## src/rtl/los_pkg.sv

```systemverilog
package los_pkg;
  typedef enum logic {
    LOS_CLEAR = 1'b0,
    LOS_DOWN  = 1'b1
  } los_state_e;

  // external term is active when both inputs agree
  function automatic logic ext_active(input logic pol, input logic flag);
    return ~(pol ^ flag);
  endfunction
endpackage

```

## src/rtl/los_edge_tracker.sv

```systemverilog
module los_edge_tracker (
  input  logic clk,
  input  logic rst,
  input  logic beat,
  input  logic bit_in,
  output logic edge_seen
);
  logic prev_q;

  always_ff @(posedge clk or posedge rst) begin
    if (rst)       prev_q <= 1'b0;
    else if (beat) prev_q <= bit_in;
  end

  assign edge_seen = beat && (bit_in != prev_q);

  // the reference bit follows each accepted bit
  a_r7_prev_follows: assert property (@(posedge clk) disable iff (rst)
    beat |=> (prev_q == $past(bit_in)));
endmodule

```

## src/rtl/los_run_monitor.sv

```systemverilog
module los_run_monitor #(
  parameter int RUN_LIMIT = 128
) (
  input  logic clk,
  input  logic rst,
  input  logic armed,
  input  logic beat,
  input  logic edge_seen,
  output logic expire
);
  localparam int CW = $clog2(RUN_LIMIT + 1);
  localparam logic [CW-1:0] LIM = CW'(RUN_LIMIT);

  logic [CW-1:0] run_q;

  assign expire = armed && beat && !edge_seen && (run_q == LIM);

  always_ff @(posedge clk or posedge rst) begin
    if (rst)             run_q <= '0;
    else if (!armed)     run_q <= '0;
    else if (beat) begin
      if (edge_seen)     run_q <= '0;
      else if (run_q != LIM) run_q <= run_q + 1'b1;
    end
  end

  a_r1_run_bounded: assert property (@(posedge clk) disable iff (rst)
    run_q <= LIM);
  a_r1_edge_restarts: assert property (@(posedge clk) disable iff (rst)
    (armed && edge_seen) |=> (run_q == '0));
endmodule

```

## src/rtl/los_recovery_window.sv

```systemverilog
module los_recovery_window #(
  parameter int WINDOW    = 128,
  parameter int MIN_EDGES = 16
) (
  input  logic clk,
  input  logic rst,
  input  logic active,
  input  logic beat,
  input  logic edge_seen,
  output logic recovered
);
  localparam int BW = $clog2(WINDOW);
  localparam int EW = $clog2(WINDOW + 1);
  localparam logic [BW-1:0] LAST = BW'(WINDOW - 1);
  localparam logic [EW-1:0] NEED = EW'(MIN_EDGES);

  logic [BW-1:0] blk_q;
  logic [EW-1:0] edg_q;
  logic [EW-1:0] edg_next;
  logic          last_beat;

  assign last_beat = beat && (blk_q == LAST);
  assign edg_next  = edg_q + EW'(edge_seen);
  assign recovered = active && last_beat && (edg_next > NEED);

  always_ff @(posedge clk or posedge rst) begin
    if (rst) begin
      blk_q <= '0;
      edg_q <= '0;
    end else if (!active) begin
      blk_q <= '0;
      edg_q <= '0;
    end else if (beat) begin
      if (last_beat) begin
        blk_q <= '0;
        edg_q <= '0;
      end else begin
        blk_q <= blk_q + 1'b1;
        edg_q <= edg_next;
      end
    end
  end

  // edges within a window never outnumber the bits seen
  a_r2_edges_within_bits: assert property (@(posedge clk) disable iff (rst)
    edg_q <= EW'(blk_q));
  // each window restarts from zero
  a_r3_window_restart: assert property (@(posedge clk) disable iff (rst)
    (active && last_beat) |=> (blk_q == '0 && edg_q == '0));
endmodule

```

## src/rtl/los_out_stage.sv

```systemverilog
module los_out_stage (
  input  logic clk,
  input  logic rst,
  input  logic in_valid,
  input  logic in_bit,
  output logic in_ready,
  output logic beat,
  input  logic gate,
  output logic out_valid,
  input  logic out_ready,
  output logic out_bit
);
  logic hold_q;
  logic ov_q;

  assign in_ready  = !ov_q || out_ready;
  assign beat      = in_valid && in_ready;
  assign out_valid = ov_q;
  assign out_bit   = hold_q & ~gate;

  always_ff @(posedge clk or posedge rst) begin
    if (rst) begin
      hold_q <= 1'b0;
      ov_q   <= 1'b0;
    end else if (beat) begin
      hold_q <= in_bit;
      ov_q   <= 1'b1;
    end else if (out_ready) begin
      ov_q   <= 1'b0;
    end
  end

  a_r9_stall_holds: assert property (@(posedge clk) disable iff (rst)
    (ov_q && !out_ready) |=> (ov_q && $stable(hold_q)));
endmodule

```

## src/rtl/los_detect.sv

```systemverilog
module los_detect #(
  parameter int RUN_LIMIT = 128,
  parameter int WINDOW    = 128,
  parameter int MIN_EDGES = 16
) (
  input  logic clk,
  input  logic rst,
  input  logic det_en_n,
  input  logic pol_sel,
  input  logic sd_flag,
  input  logic in_valid,
  output logic in_ready,
  input  logic in_bit,
  output logic out_valid,
  input  logic out_ready,
  output logic out_bit,
  output logic los_flag
);
  import los_pkg::*;

  los_state_e state_q;
  logic beat, edge_seen, expire, recovered;
  logic en, los_int, armed, active, ext_los;

  assign en      = !det_en_n;
  assign los_int = (state_q == LOS_DOWN);
  assign armed   = en && !los_int;
  assign active  = en && los_int;
  assign ext_los = ext_active(pol_sel, sd_flag);
  assign los_flag = los_int | ext_los;

  los_out_stage u_out (
    .clk(clk), .rst(rst), .in_valid(in_valid), .in_bit(in_bit),
    .in_ready(in_ready), .beat(beat), .gate(los_flag),
    .out_valid(out_valid), .out_ready(out_ready), .out_bit(out_bit)
  );

  los_edge_tracker u_edge (
    .clk(clk), .rst(rst), .beat(beat), .bit_in(in_bit), .edge_seen(edge_seen)
  );

  los_run_monitor #(.RUN_LIMIT(RUN_LIMIT)) u_run (
    .clk(clk), .rst(rst), .armed(armed), .beat(beat),
    .edge_seen(edge_seen), .expire(expire)
  );

  los_recovery_window #(.WINDOW(WINDOW), .MIN_EDGES(MIN_EDGES)) u_win (
    .clk(clk), .rst(rst), .active(active), .beat(beat),
    .edge_seen(edge_seen), .recovered(recovered)
  );

  always_ff @(posedge clk or posedge rst) begin
    if (rst)      state_q <= LOS_CLEAR;
    else if (!en) state_q <= LOS_CLEAR;
    else begin
      case (state_q)
        LOS_CLEAR: if (expire)    state_q <= LOS_DOWN;
        LOS_DOWN:  if (recovered) state_q <= LOS_CLEAR;
        default:                  state_q <= LOS_CLEAR;
      endcase
    end
  end

  a_r1_raise: assert property (@(posedge clk) disable iff (rst)
    expire |=> los_int);
  a_r2_clear_cause: assert property (@(posedge clk) disable iff (rst)
    $fell(los_int) |-> ($past(recovered) || $past(det_en_n)));
  a_r4_gated_low: assert property (@(posedge clk) disable iff (rst)
    los_flag |-> !out_bit);
  a_r5_disabled_off: assert property (@(posedge clk) disable iff (rst)
    det_en_n |=> !los_int);
endmodule

```

## config.mk

```make
export PLATFORM = sky130hd
export DESIGN_NAME = los_detect
export DESIGN_NICKNAME = d
export VERILOG_FILES = /design/src/rtl/los_pkg.sv /design/src/rtl/los_edge_tracker.sv /design/src/rtl/los_run_monitor.sv /design/src/rtl/los_recovery_window.sv /design/src/rtl/los_out_stage.sv /design/src/rtl/los_detect.sv
export SDC_FILE = /design/constraint.sdc
export NUM_CORES = 1
export LEC_CHECK = 0
export BUFFER_PORTS_ARGS = -buffer_cell sky130_fd_sc_hd__buf_2
export CORE_MARGIN = 3
export CORE_UTILIZATION = 50
export DETAILED_ROUTE_END_ITERATION = 10
export GPL_TIMING_DRIVEN = 1
export PLACE_DENSITY = 0.71
export SLEW_MARGIN = 20
export SYNTH_ARGS = -nofsm -noshare
export SYNTH_HDL_FRONTEND = slang
export SYNTH_SLANG_ARGS = --single-unit
export TNS_END_PERCENT = 20
```

## constraint.sdc

```tcl
create_clock -name clk -period 2.2 [get_ports clk]
set_input_delay 0.11 -clock clk [delete_from_list [all_inputs] [get_ports clk]]
set_output_delay 0.11 -clock clk [all_outputs]
set_load 0.005 [all_outputs]
```

After elaboration in Yosys (flattened, before gate mapping):

Cells that the tools add are included.
W data, S select, Z words.

* bits in registers: 26
* input bits: 8
* output and inout port bits: 4

* add/sub/neg operators: 3
* order comparisons: 1
* eq/ne operators: 7
* mux-type cells: 16
* bitwise operators: 6
* reduce and logical (&&, ||, !) cells: 17

Operators with widths (count)
* $mux W8: 7
* $mux W7: 3
* $logic_and A1 B1 Y1: 10
* $add A8 B1 Y8: 1
* $add A8 B1 Y8 const B: 1
* $eq A8 B8 Y1 const B: 1
* $gt A8 B5 Y1 const B: 1
* $ne A8 B8 Y1 const B: 1
* $add A7 B1 Y7 const B: 1
* $eq A7 B7 Y1 const B: 1
* $mux W1: 5
* $logic_not A1 Y1: 4
* $ne A2 B2 Y1 const B: 2
* $ne A3 B3 Y1 const B: 1
* $not A1 Y1: 3
* $pmux W1 S2: 1
* $reduce_and A2 Y1: 1
* $reduce_bool A2 Y1: 1
* $and A1 B1 Y1: 1
* $logic_or A1 B1 Y1: 1
* $ne A1 B1 Y1: 1
* $or A1 B1 Y1: 1
* $xor A1 B1 Y1: 1

Logic depth before layout (Yosys ltp):

Gate-level depths: netlist (run 1).

* word-level depth: 10
* depth in mapped cells: 10
* depth with buffers taken out: 10

Modules after synthesis:

A second synthesis (run 1) with hierarchy kept.

* cell total of the unflattened synthesis: 183
* area total of the unflattened synthesis: 1773.0 um2

By module, submodules not included
* los_recovery_window: instances 1, cells an instance 100, area an instance 955.9 um2
* los_run_monitor: instances 1, cells an instance 61, area an instance 574.3 um2
* los_out_stage: instances 1, cells an instance 8, area an instance 105.1 um2
* los_detect: instances 1, cells an instance 9, area an instance 82.6 um2
* los_edge_tracker: instances 1, cells an instance 5, area an instance 55.1 um2

Worst setup path after synthesis (run 1):

OpenSTA, ideal clock, no wires.

* kind: reg2reg
* start point: reg u_out.ov_q, in the netlist u_out.out_valid
* end point: reg u_win.edg_q[7]
* library setup time: 128 ps
* data arrival time: 2030 ps
* data required time: 2072 ps
* slack: 41 ps
* cell stages (with the launch flop): 11
* buffers on the path: 0
* cells stage by stage: dfrtp_1 > nor2b_4 > clkinv_2 > nand2_1 > nor2_1 > ha_1 > nand3_1 > or3_1 > nor3b_1 > o21ai_0 > o31ai_1

* cells in the longest elaborated chain, start to end: 8
* elaborated cells between the ends (all ways): 10
* those cells by class: add/sub (1); eq/ne (1); mux (3); reduce/logical (5)

Ends and longest elaborated chain
* start, declared: RTL line los_out_stage.sv:14 `logic ov_q;`
* start signal, assigned: RTL line los_out_stage.sv:24 `ov_q <= 1'b0;`
* start signal, assigned: RTL line los_out_stage.sv:27 `ov_q <= 1'b1;`
* start signal, assigned: RTL line los_out_stage.sv:29 `ov_q <= 1'b0;`
* $logic_not A1 Y1 (*): RTL line los_out_stage.sv:16 `assign in_ready = !ov_q || out_ready;`
* $logic_or A1 B1 Y1 (*): RTL line los_out_stage.sv:16
* named net in_ready: RTL line los_detect.sv:12 `output logic in_ready,`
* $logic_and A1 B1 Y1 (*): RTL line los_out_stage.sv:17 `assign beat = in_valid && in_ready;`
* $logic_and A1 B1 Y1: RTL line los_edge_tracker.sv:15 `assign edge_seen = beat && (bit_in != prev_q);`
* $add A8 B1 Y8: RTL line los_recovery_window.sv:23 `assign edg_next = edg_q + EW'(edge_seen);`
* $mux W8: RTL line los_recovery_window.sv:34 `if (last_beat) begin`
* $mux W8: RTL line los_recovery_window.sv:33 `end else if (beat) begin`
* $mux W8: RTL line los_recovery_window.sv:30 `end else if (!active) begin`
* end signal, assigned: RTL line los_recovery_window.sv:39 `edg_q <= edg_next;`
* end, declared: RTL line los_recovery_window.sv:18 `logic [EW-1:0] edg_q;`

Mark *: on every way through the listed nets, which the timed path passes. The rest lies on a longest branch. The select of a mux whose other input is x is not followed.
A chain may end at the register's enable or synchronous reset.

Worst setup path in the final report (run 1):

* start point: reg u_out.ov_q, in the netlist u_out.out_valid
* end point: reg state_q, in the netlist los_int

* cells in the longest elaborated chain, start to end: 10
* elaborated cells between the ends (all ways): 17
* those cells by class: add/sub (1); order compare (1); mux (4); reduce/logical (11)

Ends and longest elaborated chain
* $logic_not A1 Y1 (*): RTL line los_out_stage.sv:16
* $logic_or A1 B1 Y1 (*): RTL line los_out_stage.sv:16
* $logic_and A1 B1 Y1 (*): RTL line los_out_stage.sv:17
* $logic_and A1 B1 Y1: RTL line los_edge_tracker.sv:15
* $add A8 B1 Y8 or $logic_not A1 Y1 (tied branches): RTL line los_recovery_window.sv:23, los_run_monitor.sv:16
* $gt A8 B5 Y1 or $logic_and A1 B1 Y1 (tied branches): RTL line los_recovery_window.sv:24, los_run_monitor.sv:16
* $logic_and A1 B1 Y1, on equally long branches: RTL line los_recovery_window.sv:24, los_run_monitor.sv:16
* $mux W1, on equally long branches: RTL line los_detect.sv:58, los_detect.sv:57
* $pmux W1 S2 (*): RTL line los_detect.sv:56 `case (state_q)`
* $mux W1 (*): RTL line los_detect.sv:54 `else if (!en) state_q <= LOS_CLEAR;`
* end signal, assigned: RTL line los_detect.sv:54
* end signal, assigned: RTL line los_detect.sv:57 `LOS_CLEAR: if (expire) state_q <= LOS_DOWN;`
* end signal, assigned: RTL line los_detect.sv:58 `LOS_DOWN: if (recovered) state_q <= LOS_CLEAR;`
* end, declared: RTL line los_detect.sv:21 `los_state_e state_q;`

Mark *: on every way between the ends. The rest lies on a longest branch, timed or not.

==> run metrics, run 1 <==
result of the run=finished clean; remaining max-slew budget at the tightest pin=0.5838; clock buffer count from CTS=3; number of design-rule violations left by the first detailed-router iteration=110; Post-CTS Setup Bufs=0; master cell of the clock root buffer=clkbuf_4; FF-to-FF Start=u_out.out_valid$_DFFE_PP0P_; maximum clock path buffer count=2; Die Outline Area=3758 sq um; number of nets in the layout=204; Leak Pwr=0.7573 nW; wire length of the first global-routing pass=5.361 mm; unrepaired setup endpoints after global routing=false; instance area at placement=1655 sq um; net count after synthesis=184; Worst setup endpoint=los_int$_DFF_PP0_; number of DRC violations after detailed routing=0; worst ir drop on vdd=0.3067 mV; slowest stage cell on the critical path=dfrtp_1; synthesized area per cell=8.941 sq um; CP required=2.45 ns; Buf+Inv Stages, Crit Path=1; count of vias placed by the detailed router=1319; worst reg2reg path endpoint=los_int$_DFF_PP0_; critical path depth in cells=10; Hold WC Path Type=in2reg; Final Hold Fails=0; kind of start point of the critical path=register; Max Cap Viol=0; vertical die dimension=61.30 um; final setup vio count=0; detail-routed net length per standard cell=14.53 um; number of buffers inserted by port buffering=11; Slowest Stage Delay on Critical Path=0.38 ns; cell taking the most area after synthesis=dfrtp_1; commonest non-fill, non-tap cells in the layout=26 x dfrtp_1, 17 x o21ai_0, 16 x nor2_1, 15 x nand2_1, 12 x a21oi_1; type of the worst setup path=reg2reg; clock transition time at the flip-flop clock pins of the worst setup and hold paths=0.13 ns; FF-to-FF setup slack=0.15 ns; #FFs+latches synth=26; drt via density=5.995; clock tree from TritonCTS=yes; number of pins exceeding their max-slew limit in the final report=0; CP Cell Sequence=nor2b_4 -> clkinv_2 -> nand2_1 -> nor2_2 -> ha_1 -> or3_1 -> a211o_1 -> a21oi_1 -> a31oi_1 -> o31ai_2; number of instances in the synthesized netlist=171; placement row count=19; floorplan core area=2829 sq um; number of sinks on the clock net=26; Finished Cell Area=1705 sq um; final worst-path cycle share=0.9323; number of different library cells in the post-synthesis netlist=41; Routed WL=3.196 mm; area overhead of the layout relative to synthesis=11.54%; maximum fanout encountered on the critical timing path=4; most frequent standard cell in the layout excluding fill and tap cells=dfrtp_1; Tot GR Track Use=0.1897; Critical path origin=u_out.out_valid$_DFFE_PP0P_; arrival time of data at the critical path endpoint=2.30 ns; endpoint kind of the worst setup timing path=register; total congestion overflow=0; number of H-tree levels=1; Netlist Area Pre-Place=1529 sq um; Worst Hold Path Cells=3; clock insertion delay at the later pin of the skew report=0.32 ns; maximum number of pins on one net before global-route repair=27; kind of cell with the highest combined delay on the critical path=simple AND/OR/NAND/NOR gates; # diodes=0; DP HPWL=2.293 mm; number of search-and-repair iterations in the first detailed-routing pass=4; FF-to-FF path depth=10; total I/O pin count=12; ratio of cells with drive above 1 in the final layout=0.1746; vias in the first global route=1227; number of nets with antenna violations after routing=0; TNS Setup=0 ns; Final Skew=0.005581 ns; synth top area cells=dfrtp_1 43%, o21ai_0 5.9%, nor2_1 4.2%, ha_1 4.1%, a21oi_1 3.9%; peak clock frequency supported by timing=0.4875 GHz; weighted congestion at the end of routability-driven global placement=0.8485; sequential-to-total area share from yosys stat=0.4255; worst hold path startpoint=in_valid; x dimension of the die=61.30 um; Starting Density=0.5405; power density over the cells=490.6 nW/um^2; Ys Warns=0; number of antenna violations at the first check in global routing=0; Slew @ Worst Pin=0.6177 ns; time the worst path needs with I/O delays and setup=2.051 ns; area fraction of the dominant cell type after synthesis=0.4255
## power by group
part | leakage (nW) | switching (mW) | internal (mW)
registers | 0.357 | 0.0104 | 0.487
logic | 0.386 | 0.0805 | 0.0582
clock network | 0.0138 | 0.136 | 0.0643
total | 0.757 | 0.227 | 0.610
## synthesized netlist by cell type, drive strengths merged
cell / n
nor2b: 1
nor2: 17
mux2: 1
nor3b: 4
a21oi: 12
xor2: 5
nand3: 8
o31ai: 4
buf: 2
or4: 1
a31oi: 4
a21o: 2
xnor2: 4
nand4b: 1
and2b: 1
or3b: 3
o21bai: 1
and3: 3
a211o: 1
a2bb2oi: 1
clkbuf: 1
ha: 5
o22a: 1
o31a: 2
o21ai: 18
clkinv: 1
a22o: 1
nor3: 3
and4: 1
dfrtp: 26
nor4: 1
or3: 3
nand2b: 4
inv: 6
nand2: 15
nand4: 5
or2: 2
## state kept, by name, indices dropped and copies added, names as in the netlist
signal           cells
u_run.run_q          8
u_win.edg_q          8
u_win.blk_q          7
los_int              1
u_edge.prev_q        1
u_out.out_valid      1
## worst reg2reg max path: stages, from the launching register on
cell      delay, ns
dfrtp_1        0.38
nor2b_4        0.18
clkinv_2       0.07
nand2_1        0.09
nor2_2         0.06
ha_1           0.22
or3_1          0.34
a211o_1        0.29
a21oi_1        0.12
a31oi_1        0.06
o31ai_2        0.18
## metal layers
layer | track usage | up-vias | wire (um)
met1 | 0.2354 | 626 | 1406
met5 | 0 | - | 0
li1 | - | 659 | -
met2 | 0.3308 | 30 | 1635
met4 | 0.06192 | 0 | 36
met3 | 0.03564 | 4 | 117
## area by class of cell
cell class / instances / area, sq um
flip-flops and latches: 26 / 650.6
clock buffers: 3 / 22.52
inverters: 7 / 27.53
multi-input cells: 135 / 855.8
repair buffers: 18 / 110.1
fillers: 248 / 1124
well taps: 31 / 38.79
## how the worst min path moves through the flow
stage	end	slack [ns]
2_1_floorplan	los_int$_DFF_PP0_	0.15
3_3_place_gp	u_run.run_q[2]$_DFFE_PP0P_	0.18
3_5_place_dp	u_run.run_q[0]$_DFFE_PP0P_	0.19
4_1_cts	u_out.out_valid$_DFFE_PP0P_	0.06
5_1_grt	u_out.out_valid$_DFFE_PP0P_	0.07
6_report	u_out.out_valid$_DFFE_PP0P_	0.07
## stage by stage
step	total power [mW]	hold WS (ns)	util	setup slack, ns	cells
finish	0.8367	0.06708	0.6028	0.1489	220
global route	0.8815	0.07061	0.6028	0.002117	220
CTS	0.8382	0.06479	0.5966	0.07824	220
detailed placement	0.6396	0.1874	0.5851	0.1148	216
global placement	0.6355	0.1775	0.5851	0.1974	216
floorplan	0.5943	0.1500	-	0.04112	171
## cell families (layout without fill, tap and decap cells)
family	count (synthesis)	count (layout)	synth area share
adder cells (fa/ha/maj)	5	5	0.04092
XOR/XNOR	9	9	0.05155
AND/OR/NAND/NOR	73	73	0.2611
multiplexers	1	1	0.007364
AO/OA/AOI/OAI	47	47	0.1874
buffers and inverters	10	28	0.02617
flip-flops	26	26	0.4255
## what timing repair did
item | in CTS | in global routing
resized for setup | 0 | 5
endpoints found under the setup margin | 0 | 2
endpoints found under the hold margin | 26 | 0
hold buffers | 1 | 0
(Power assumes the default switching activity.)
==> run 2: changes to the inputs <==
- BUFFER_PORTS_ARGS: -buffer_cell sky130_fd_sc_hd__buf_2 -> default
- DONT_BUFFER_PORTS: default -> 1
- PLACE_DENSITY: 0.71 -> default
- clock period: 2.2 -> 2.4 ns (I/O delays scaled with it)
==> run metrics, run 2 (same netlist as run 1, synthesis figures left out) <==
result of the run=finished clean (unchanged); count of vias placed by the detailed router=1317 (was 1319); maximum fanout encountered on the critical timing path=7 (was 4); Buf+Inv Stages, Crit Path=1 (unchanged); Leak Pwr=0.7142 nW (was 0.7573 nW); type of the worst setup path=reg2reg (unchanged); clock tree from TritonCTS=yes (unchanged); Clock power frac=0.347 (was 0.239); clock transition time at the flip-flop clock pins of the worst setup and hold paths=0.14 ns (was 0.13 ns); number of design-rule violations left by the first detailed-router iteration=108 (was 110); commonest non-fill, non-tap cells in the layout=26 x dfrtp_1, 18 x o21ai_0, 16 x nor2_1, 15 x nand2_1, 12 x a21oi_1 (was 26 x dfrtp_1, 17 x o21ai_0, 16 x nor2_1, 15 x nand2_1, 12 x a21oi_1); critical path depth in cells=10 (unchanged); master cell of the clock root buffer=clkbuf_4 (unchanged); P_sw=212.3 uW (was 226.9 uW); remaining max-slew budget at the tightest pin=0.3517 (was 0.5838); arrival time of data at the critical path endpoint=2.43 ns (was 2.30 ns); Max Cap Viol=0 (unchanged); Final WS setup=0.2130 ns (was 0.1489 ns); Routed WL=3.301 mm (was 3.196 mm); vias in the first global route=1235 (was 1227); Slew @ Worst Pin=0.9664 ns (was 0.6177 ns); kind of start point of the critical path=register (unchanged); number of buffers inserted by port buffering=0 (was 11); Setup Slack @ Placement=0.2235 ns (was 0.1148 ns); final hold slack=0.09061 ns (was 0.06708 ns); clock insertion delay at the later pin of the skew report=0.32 ns (about the same); instance area at placement=1578 sq um (was 1655 sq um); leading registers by flop count=u_run.run_q (8), u_win.edg_q (8), u_win.blk_q (7) (unchanged); CP Cell Sequence=nor2b_4 -> clkinv_2 -> nand2_1 -> nor2_2 -> ha_1 -> or3_1 -> a211o_1 -> a21oi_1 -> a31oi_1 -> o31ai_2 (unchanged); final worst-path cycle share=0.9112 (was 0.9323); CP required=2.64 ns (was 2.45 ns); number of H-tree levels=1 (unchanged); Post-CTS Setup Bufs=0 (unchanged); unrepaired setup endpoints after global routing=false (unchanged); Starting Density=0.5405 (unchanged); weighted congestion at the end of routability-driven global placement=0.8422 (was 0.8485); time the worst path needs with I/O delays and setup=2.187 ns (was 2.051 ns); endpoint kind of the worst setup timing path=register (unchanged); number of nets with antenna violations after routing=0 (unchanged); TNS Setup=0 ns (unchanged); drt via density=6.271 (was 5.995); total congestion overflow=0 (unchanged); maximum number of pins on one net before global-route repair=27 (unchanged); number of search-and-repair iterations in the first detailed-routing pass=4 (unchanged); most frequent standard cell in the layout excluding fill and tap cells=dfrtp_1 (unchanged); number of pins exceeding their max-slew limit in the final report=0 (unchanged); worst ir drop on vdd=0.2709 mV (was 0.3067 mV); Final Skew=0.004027 ns (was 0.005581 ns); detail-routed net length per standard cell=15.72 um (was 14.53 um); vertical die dimension=61.30 um (unchanged); DP HPWL=2.391 mm (was 2.293 mm); x dimension of the die=61.30 um (unchanged); Die Outline Area=3758 sq um (unchanged); number of DRC violations after detailed routing=0 (unchanged); Hold WC Path Type=in2reg (unchanged); number of nets in the layout=193 (was 204); slowest stage cell on the critical path=dfrtp_1 (unchanged); floorplan core area=2829 sq um (unchanged); Worst Hold Path Cells=2 (was 3); maximum clock path buffer count=2 (unchanged); peak clock frequency supported by timing=0.4573 GHz (was 0.4875 GHz); Net Sw Frac=0.2435 (was 0.2712); area overhead of the layout relative to synthesis=9.575% (was 11.54%); number of antenna violations at the first check in global routing=0 (unchanged); wire length of the first global-routing pass=5.540 mm (was 5.361 mm); clock buffer count from CTS=3 (unchanged); Tot GR Track Use=0.1957 (was 0.1897); number of sinks on the clock net=26 (unchanged); count of placed standard cells in the final layout, fillers left out=210 (was 220); Final Hold Fails=0 (unchanged); total of fill cells in the finished design=269 (was 248); sequential cell fraction of total power=0.522 (was 0.595); total I/O pin count=12 (unchanged); ratio of cells with drive above 1 in the final layout=0.1006 (was 0.1746); placed insts=202 (was 216); placement row count=19 (unchanged); part of the power in combinational logic=0.131 (was 0.166); final setup vio count=0 (unchanged); kind of cell with the highest combined delay on the critical path=compound AO/OA/AOI/OAI gates (was simple AND/OR/NAND/NOR gates); FF-to-FF path depth=10 (unchanged); # diodes=0 (unchanged); Finished Cell Area=1675 sq um (was 1705 sq um); Internal=659.5 uW (was 609.7 uW); power density over the cells=520.4 nW/um^2 (was 490.6 nW/um^2); Slowest Stage Delay on Critical Path=0.39 ns (was 0.38 ns)
[run 2: changes by cell type in the layout (fill, tap and decap cells not counted), sizes merged]
cell | before | now
dlygate4sd3 | 1 | 4
buf | 17 | 3
bufinv | 0 | 1
clkinv | 1 | 2
inv | 6 | 5
[run 2: power groups by stage]
stage	sequential [mW]	clock, mW	combinational (mW)
CTS	0.455	0.316	0.114
finish	0.455	0.302	0.114
floorplan	0.462	0	0.0830
global route	0.457	0.335	0.128
detailed placement	0.464	0	0.107
global placement	0.463	0	0.105
[run 2: final timing paths]
kind                       slack, ns                         from                         end
max reg2reg                     0.21  u_out.out_valid$_DFFE_PP0P_           los_int$_DFF_PP0_
min                             0.09                     det_en_n  u_run.run_q[7]$_DFFE_PP0P_
max                             0.21  u_out.out_valid$_DFFE_PP0P_           los_int$_DFF_PP0_
min in group asynchronous       0.33                          rst  u_win.edg_q[5]$_DFFE_PP0P_
max in group asynchronous       1.63                          rst           los_int$_DFF_PP0_
min reg2reg                     0.52   u_win.edg_q[7]$_DFFE_PP0P_  u_win.edg_q[7]$_DFFE_PP0P_
[run 2: final cells by class]
type	instances	area (sq um)	area share
Multi-Input combinational cell	135	843.3	0.5034
Sequential cell	26	650.6	0.3883
Timing Repair Buffer	7	62.56	0.03734
Tap cell	31	38.79	0.02315
Clock inverter	1	30.03	0.01792
Inverter	7	27.53	0.01643
Clock buffer	3	22.52	0.01344
[run 2: what timing repair did]
| item | in CTS | in global routing |
|---|---|---|
| endpoints found under the hold margin | 29 | 0 |
| setup endpoints to repair | 0 | 1 |
| hold buffers | 4 | 0 |
| resized for setup | 0 | 2 |
[run 2: metal layers]
layer,up-vias,track usage,wire [um]
li1,638,-,-
met1,640,0.2803,1638
met2,37,0.2961,1477
met3,2,0.03774,165
met4,0,0.06502,20
met5,-,0,0
[run 2: stage by stage]
stage / utilization / power (mW)
detailed placement: 0.5577 / 0.5708
global placement: 0.5577 / 0.5675
finish: 0.5922 / 0.8718
CTS: 0.5904 / 0.8856
global route: 0.5922 / 0.9206
floorplan: - / 0.5448
==> run 3: changes to the inputs <==
- CORE_ASPECT_RATIO: default -> 0.9
==> run metrics, run 3 (same netlist as run 1, synthesis figures left out) <==
clock tree from TritonCTS=yes (unchanged); Slew @ Worst Pin=0.9649 ns (was 0.9664 ns); number of nets with antenna violations after routing=0 (unchanged); TNS Setup=0 ns (unchanged); Sequential Area=650.6 sq um (unchanged); total power after layout=751.1 uW (was 871.8 uW); Hold WC Path Type=in2reg (unchanged); drt via density=5.995 (was 6.271); Final Hold Fails=0 (unchanged); type of the worst setup path=reg2reg (unchanged); time the worst path needs with I/O delays and setup=2.207 ns (was 2.187 ns); total of fill cells in the finished design=261 (was 269); arrival time of data at the critical path endpoint=2.44 ns (was 2.43 ns); final worst-path cycle share=0.9194 (was 0.9112); endpoint kind of the worst setup timing path=register (unchanged); ratio of cells with drive above 1 in the final layout=0.09605 (was 0.1006); maximum clock path buffer count=2 (unchanged); total congestion overflow=0 (unchanged); clock insertion delay at the later pin of the skew report=0.32 ns (about the same); vias in the first global route=1243 (was 1235); kind of start point of the critical path=register (unchanged); number of design-rule violations left by the first detailed-router iteration=96 (was 108); number of H-tree levels=1 (unchanged); kind of cell with the highest combined delay on the critical path=simple AND/OR/NAND/NOR gates (was compound AO/OA/AOI/OAI gates); Starting Density=0.5388 (was 0.5405); Die Outline Area=3758 sq um (about the same); Buf+Inv Stages, Crit Path=1 (unchanged); number of pins exceeding their max-slew limit in the final report=0 (unchanged); x dimension of the die=64.29 um (was 61.30 um); Final Skew=0.006745 ns (was 0.004027 ns); DP HPWL=2.472 mm (was 2.391 mm); count of vias placed by the detailed router=1301 (was 1317); Post-CTS Setup Bufs=0 (unchanged); instance area at placement=1589 sq um (was 1578 sq um); number of nets in the layout=192 (was 193); commonest non-fill, non-tap cells in the layout=26 x dfrtp_1, 17 x o21ai_0, 17 x nor2_1, 15 x nand2_1, 12 x a21oi_1 (was 26 x dfrtp_1, 18 x o21ai_0, 16 x nor2_1, 15 x nand2_1, 12 x a21oi_1); Max Cap Viol=0 (unchanged); result of the run=finished clean (unchanged); unrepaired setup endpoints after global routing=false (unchanged); wire length of the first global-routing pass=5.768 mm (was 5.540 mm); Routed WL=3.403 mm (was 3.301 mm); Slowest Stage Delay on Critical Path=0.39 ns (about the same); detail-routed net length per standard cell=15.68 um (was 15.72 um); final setup vio count=0 (unchanged); master cell of the clock root buffer=clkbuf_4 (unchanged); vertical die dimension=58.46 um (was 61.30 um); area overhead of the layout relative to synthesis=7.856% (was 9.575%); floorplan core area=2838 sq um (was 2829 sq um); Tot GR Track Use=0.1965 (was 0.1957); leading registers by flop count=u_run.run_q (8), u_win.edg_q (8), u_win.blk_q (7) (unchanged); total I/O pin count=12 (unchanged); maximum number of pins on one net before global-route repair=27 (unchanged); most frequent standard cell in the layout excluding fill and tap cells=dfrtp_1 (unchanged); CP Cell Sequence=nor2b_4 -> clkinv_2 -> nand2_1 -> nor2_1 -> ha_1 -> or3_1 -> a211o_1 -> a21oi_1 -> a31oi_1 -> o31ai_2 (was nor2b_4 -> clkinv_2 -> nand2_1 -> nor2_2 -> ha_1 -> or3_1 -> a211o_1 -> a21oi_1 -> a31oi_1 -> o31ai_2); placement row count=18 (was 19); number of DRC violations after detailed routing=0 (unchanged); area of the multi-input gates=845.8 sq um (was 843.3 sq um); number of sinks on the clock net=26 (unchanged); clock transition time at the flip-flop clock pins of the worst setup and hold paths=0.13 ns (was 0.14 ns); worst ir drop on vdd=0.3738 mV (was 0.2709 mV); # diodes=0 (unchanged); number of search-and-repair iterations in the first detailed-routing pass=5 (was 4); final hold slack=0.01350 ns (was 0.09061 ns); number of buffers inserted by port buffering=0 (unchanged); clock buffer count from CTS=3 (unchanged); slowest stage cell on the critical path=dfrtp_1 (unchanged); maximum fanout encountered on the critical timing path=7 (unchanged); number of antenna violations at the first check in global routing=0 (unchanged); CP required=2.64 ns (about the same); remaining max-slew budget at the tightest pin=0.3528 (was 0.3517); weighted congestion at the end of routability-driven global placement=0.8480 (was 0.8422); peak clock frequency supported by timing=0.4532 GHz (was 0.4573 GHz); power density over the cells=455.5 nW/um^2 (was 520.4 nW/um^2); Leak Pwr=0.6981 nW (was 0.7142 nW); Finished Cell Area=1649 sq um (was 1675 sq um)
-- run 3: cell type report --
type	instances	share of cell area
timing repair buffer	6	0.03187
clock buffer	3	0.01366
inverter	7	0.01669
sequential	26	0.3945
multi-input combinational	135	0.5129
tap	40	0.03035
-- run 3: power by group --
| part | internal [mW] | leakage (nW) | switching, mW |
|---|---|---|---|
| Combinational | 0.0423 | 0.327 | 0.0686 |
| Sequential | 0.447 | 0.357 | 0.00865 |
| Clock | 0.0588 | 0.0138 | 0.126 |
| Total | 0.548 | 0.698 | 0.203 |
-- run 3: what timing repair did --
| item | CTS | global route |
|---|---|---|
| setup endpoints to repair | 0 | 2 |
| hold endpoints to repair | 29 | 0 |
| gates resized for setup | 0 | 3 |
| hold buffers | 3 | 0 |
-- run 3: worst min-delay path: cells and delay by family --
kind	cells	cell delay, ns
AND/OR/NAND/NOR	2	0.09
buffers and inverters	1	0.09
-- run 3: path summary, 6_finish.rpt --
kind | from | end | slack [ns] | depth (start not counted)
max | u_out.out_valid$_DFFE_PP0P_ | los_int$_DFF_PP0_ | 0.19 | 10
min | out_ready | u_out.out_valid$_DFFE_PP0P_ | 0.01 | 3
max reg2reg | u_out.out_valid$_DFFE_PP0P_ | los_int$_DFF_PP0_ | 0.19 | 10
min reg2reg | u_win.edg_q[7]$_DFFE_PP0P_ | u_win.edg_q[7]$_DFFE_PP0P_ | 0.52 | 1
max in group asynchronous | rst | u_win.blk_q[0]$_DFFE_PP0P_ | 1.62 | 2
min in group asynchronous | rst | u_run.run_q[1]$_DFFE_PP0P_ | 0.34 | 2
-- run 3: per-stage QoR --
stage | setup WS, ns | utilization | instances
floorplan | 0.2411 | - | 171
global placement | 0.2916 | 0.5600 | 211
detailed placement | 0.1710 | 0.5600 | 211
CTS | 0.1469 | 0.5785 | 217
global route | 0.01501 | 0.5811 | 217
finish | 0.1934 | 0.5811 | 217
-- run 3: per-layer routing --
layer,vias up,GRT usage,part of all wire
li1,628,-,-
met1,634,0.2694,0.48
met2,37,0.3279,0.45
met3,2,0.04580,0.064
met4,0,0.02711,0.0056
met5,-,0,0
